`config.mk`:
```
export PLATFORM = sky130hd
export DESIGN_NAME = presettable_counter
export DESIGN_NICKNAME = d
export VERILOG_FILES = /design/src/rtl/presettable_counter_pkg.sv /design/src/rtl/presettable_counter_ctrl.sv /design/src/rtl/presettable_counter_dp.sv /design/src/rtl/presettable_counter.sv
export SDC_FILE = /design/constraint.sdc
export NUM_CORES = 1
export LEC_CHECK = 0
export CAP_MARGIN = 20
export CORE_AREA = 2 2 39 41
export DETAILED_ROUTE_END_ITERATION = 10
export DIE_AREA = 0 0 41 43
export GPL_TIMING_DRIVEN = 0
export PLACE_DENSITY = 0.46
export SYNTH_ARGS = -nofsm -noshare
export SYNTH_HDL_FRONTEND = slang
export SYNTH_HIERARCHICAL = 1
export SYNTH_SLANG_ARGS = --single-unit
```
`constraint.sdc`:
```
create_clock -name clk -period 2 [get_ports clk]
set_input_delay 0.6 -clock clk [delete_from_list [all_inputs] [get_ports clk]]
set_output_delay 0.6 -clock clk [all_outputs]
set_load 0.1 [all_outputs]
```
`src/rtl/presettable_counter_pkg.sv`:
```
package presettable_counter_pkg;

  // Per-edge action chosen by the control decode; reset is applied in the datapath.
  typedef struct packed {
    logic load;
    logic incr;
  } cnt_strobe_t;

endpackage

```
`src/rtl/presettable_counter_ctrl.sv`:
```
module presettable_counter_ctrl
  import presettable_counter_pkg::*;
(
  input  logic        loadN,
  input  logic        cntEnable,
  input  logic        chainEnable,
  input  logic        countAtMax,
  output cnt_strobe_t strobe,
  output logic        termCount
);

  // Load outranks counting; counting needs both enables.
  always_comb begin
    strobe.load = ~loadN;
    strobe.incr = loadN & cntEnable & chainEnable;
  end

  // Terminal count is gated by the chain enable only, without a register.
  assign termCount = countAtMax & chainEnable;

endmodule

```
`src/rtl/presettable_counter_dp.sv`:
```
module presettable_counter_dp
  import presettable_counter_pkg::*;
#(
  parameter int WIDTH       = 4,
  parameter bit ASYNC_RESET = 1'b1
) (
  input  logic             clk,
  input  logic             rstN,
  input  logic [WIDTH-1:0] dataIn,
  input  cnt_strobe_t      strobe,
  output logic [WIDTH-1:0] countOut,
  output logic             countAtMax
);

  localparam logic [WIDTH-1:0] ALL_ONES = {WIDTH{1'b1}};
  localparam logic [WIDTH-1:0] ONE      = {{(WIDTH-1){1'b0}}, 1'b1};

  logic [WIDTH-1:0] countQ;
  logic [WIDTH-1:0] countNext;

  always_comb begin
    if (strobe.load)      countNext = dataIn;
    else if (strobe.incr) countNext = countQ + ONE;
    else                  countNext = countQ;
  end

  generate
    if (ASYNC_RESET) begin : g_async
      always_ff @(posedge clk or negedge rstN) begin
        if (!rstN) countQ <= '0;
        else       countQ <= countNext;
      end
    end else begin : g_sync
      always_ff @(posedge clk) begin
        if (!rstN) countQ <= '0;
        else       countQ <= countNext;
      end
    end
  endgenerate

  assign countOut   = countQ;
  assign countAtMax = (countQ == ALL_ONES);

endmodule

```
`src/rtl/presettable_counter.sv`:
```
module presettable_counter
  import presettable_counter_pkg::*;
#(
  parameter int WIDTH       = 4,
  parameter bit ASYNC_RESET = 1'b1
) (
  input  logic             clk,
  input  logic             rstN,
  input  logic             loadN,
  input  logic [WIDTH-1:0] dataIn,
  input  logic             cntEnable,
  input  logic             chainEnable,
  output logic [WIDTH-1:0] countOut,
  output logic             termCount
);

  cnt_strobe_t strobe;
  logic        countAtMax;

  presettable_counter_ctrl i_ctrl (
    .loadN       (loadN),
    .cntEnable   (cntEnable),
    .chainEnable (chainEnable),
    .countAtMax  (countAtMax),
    .strobe      (strobe),
    .termCount   (termCount)
  );

  presettable_counter_dp #(
    .WIDTH       (WIDTH),
    .ASYNC_RESET (ASYNC_RESET)
  ) i_dp (
    .clk        (clk),
    .rstN       (rstN),
    .dataIn     (dataIn),
    .strobe     (strobe),
    .countOut   (countOut),
    .countAtMax (countAtMax)
  );

endmodule

```
==> insert_results.sql <==
INSERT INTO impl_metrics (metric_group, metric, value, unit) VALUES
('status', 'outcome', 'finished, final reports clean', ''),
('yosys', 'area_share_of_the_largest_cell_type_after_synthesis', '44.4', '%'),
('routing', 'routed_via_density', '3.89', ''),
('critical_path', 'crit_path_end_kind', 'output pin', ''),
('yosys', 'yosys-top-cells-area', 'dfrtp_1 (44%), xnor2_1 (7.8%), o21ai_0 (6.7%), nand2_1 (6.7%), and3_1 (5.6%)', ''),
('routing', 'drtIter0Drc', '2', ''),
('global_route', 'grt_pass1_vias', '241', ''),
('routing', 'routedWlPerCell', '10.7', 'um'),
('floorplanning', 'floorplan.die.height', '43', 'um'),
('yosys', 'syn-instance-count', '22', ''),
('global_route', 'global_route_wire_length_before_repair', '959', 'um'),
('critical_path', 'cp_slowest_stage_delay', '0.49', 'ns'),
('global_route', 'grt_start_max_net_pins', '8', ''),
('routing', 'post_route_antenna_net_violation_count', '0', ''),
('sta', 'setup_viol_count_final', '0', ''),
('power', 'total_power_consumption_of_the_routed_design', '339', 'uW'),
('power', 'p_leak', '0.194', 'nW'),
('sta', 'finalClockSkew', '0.00264', 'ns'),
('yosys', 'synth_top_flop_cell', 'dfrtp_1', ''),
('final_layout', 'layout-drive-gt1-share', '45.0', '%'),
('sta', 'maxClockFrequency', '511', 'MHz'),
('floorplanning', 'core_area', '1380', 'um2'),
('flow_run', 'total_of_max_cap_violations', '0', ''),
('clocking', 'clk_path_buf_depth', '2', ''),
('global_route', 'grt_util_all_layers', '8.74', '%'),
('global_route', 'globalRoute.totalOverflow', '0', ''),
('clocking', 'library_cell_used_as_clock_root_buffer', 'clkbuf_4', ''),
('floorplanning', 'num_rows', '14', ''),
('clocking', 'clkSlewWorstSetupHoldPaths', '0.04', 'ns'),
('floorplanning', 'fp.dieW', '41', 'um'),
('critical_path', 'arrival_time_of_data_at_the_critical_path_endpoint', '1.36', 'ns'),
('critical_path', 'cp_data_required_time', '1.40', 'ns'),
('critical_path', 'critical_path_class', 'reg -> out', ''),
('final_layout', 'area_growth_syn_to_layout', '102', '%'),
('final_layout', 'layout.filler_cells', '156', ''),
('critical_path', 'worst-path-buf-inv', '1', ''),
('final_layout', 'nets', '52', ''),
('sta', 'finalWorstPathRequiredPeriod', '1.96', 'ns'),
('yosys', 'number_of_enable_type_register_cells_in_the_synthesized_netlist', '0', ''),
('yosys', 'postSynthNetCount', '32', ''),
('clocking', 'htree_num_levels', '1', ''),
('yosys', 'synth_top_cell_by_area', 'dfrtp_1', ''),
('floorplanning', 'num_io_pins', '14', ''),
('critical_path', 'crit_slowest_cell', 'dfrtp_4', ''),
('clocking', 'clock_latency', '0.23', 'ns'),
('routing', 'drt_first_pass_iters', '4', ''),
('yosys', 'ys_seq_area_share', '44.4', '%'),
('power', 'irDropWorstVdd', '0.157', 'mV'),
('routing', 'routed_wirelength', '601', 'um'),
('sta', 'finalCritPeriodShare', '97.8', '%'),
('routing', 'drc', '0', ''),
('critical_path', 'critical_path.top_delay_family', 'flip-flops', ''),
('clocking', 'tritoncts.num_buffers', '3', ''),
('yosys', 'synth-async-reset-ratio', '100', '%'),
('global_route', 'antenna_violations_before_repair', '0', ''),
('final_layout', 'largest_reg_flops', '4', ''),
('worst_hold_path', 'worst_hold_path_type', 'in -> async', ''),
('final_layout', 'antenna_cells_inserted', '0', ''),
('clocking', 'tritoncts', 'built', ''),
('yosys', 'synthTopCellsByCount', 'dfrtp_1 (4), nand2_1 (4), o21ai_0 (3)', ''),
('final_layout', 'final-seq-area', '110', 'um2'),
('final_layout', 'area_of_combinational_cells_with_multiple_inputs', '136', 'um2'),
('placement', 'gp_congestion', '0.647', ''),
('yosys', 'synth.yosys.warnings', '6', ''),
('critical_path', 'worst_setup_path_start_kind', 'flip-flop', ''),
('sta', 'setup_total_neg_slack', '0', 'ns'),
('sta', 'slew_headroom', '63.9', '%'),
('yosys', 'synth.lib_cells_used.distinct', '12', ''),
('floorplanning', 'start_util', '16.3', '%'),
('floorplanning', 'die-area', '1760', 'um2'),
('sta', 'max_slew.worst_pin.slew', '0.544', 'ns');
[layout by cell type (no fill, tap or decap)]
cell type,instances
dfrtp_4,2
clkdlybuf4s15_2,4
dlymetal6s2s_1,1
mux2_2,1
mux2i_1,1
o21ai_0,3
dfrtp_2,2
xnor2_1,2
inv_1,1
buf_12,1
clkdlybuf4s50_1,7
nand2_1,4
clkbuf_4,3
and3_1,2
nand4_2,1
and2_4,1
ha_4,1
buf_4,2
xor2_1,1
[stage by stage]
| step | area (um2) | hold slack (ns) | cells | util [%] |
|---|---|---|---|---|
| finish | 455 | 0.573 | 56 | 32.9 |
| global route | 455 | 0.587 | 56 | 32.9 |
| CTS | 438 | 0.575 | 54 | 31.6 |
| floorplan | 238 | 0.304 | 22 | - |
| detailed placement | 388 | 0.620 | 51 | 28.0 |
| global placement | 388 | 0.627 | 51 | 28.0 |
[layer usage]
metal / global-route usage (%) / vias up / wire length [um]
met3: 3.14 / 0 / 62
met4: 10.0 / 0 / 0
met2: 12.8 / 12 / 298
met5: 0 / - / 0
li1: - / 111 / -
met1: 8.06 / 95 / 240
[final cells by class]
cell class              count  share of cell area [%]
clock buffers               3                    4.95
flip-flops and latches      4                    24.2
inverters                   1                   0.824
repair buffers             15                    35.7
well taps                  16                    4.40
multi-input cells          17                    29.9
[kinds of logic after synthesis]
logic type               after synthesis  synth area share (%)
adder cells (fa/ha/maj)                1                  5.55
multiplexers                           2                  9.44
buffers and inverters                  1                  1.67
XOR/XNOR                               3                  11.7
flip-flops                             4                  44.4
AO/OA/AOI/OAI                          3                  6.66
AND/OR/NAND/NOR                        8                  20.6
[where the power goes]
part	internal (mW)	switching (mW)
sequential	0.0940	0.0110
combinational	0.0466	0.0899
clock	0.0670	0.0307
total	0.208	0.132
[path summary, 6_finish.rpt]
check | startpoint | to | slack, ns | cells after the start
setup reg to reg | i_dp/countOut[1] | i_dp/countOut[3] | 0.83 | 4
hold reg to reg | i_dp/countOut[2] | i_dp/countOut[2] | 0.62 | 2
max in group asynchronous | rstN | i_dp/countOut[1] | 1.23 | 1
hold / removal | rstN | i_dp/countOut[2] | 0.57 | 1
setup / recovery | i_dp/countOut[0] | termCount | 0.04 | 4
min in group clk | i_dp/countOut[2] | i_dp/countOut[2] | 0.62 | 2
[timing repair]
item / in CTS / in global routing
pin swaps: 1 / 1
hold buffers: 0 / 0
buffers inserted: 0 / 2
resized for setup: 23 / 1
endpoints found under the setup margin: 5 / 1
Note: power is estimated with default switching activity, not from simulation.
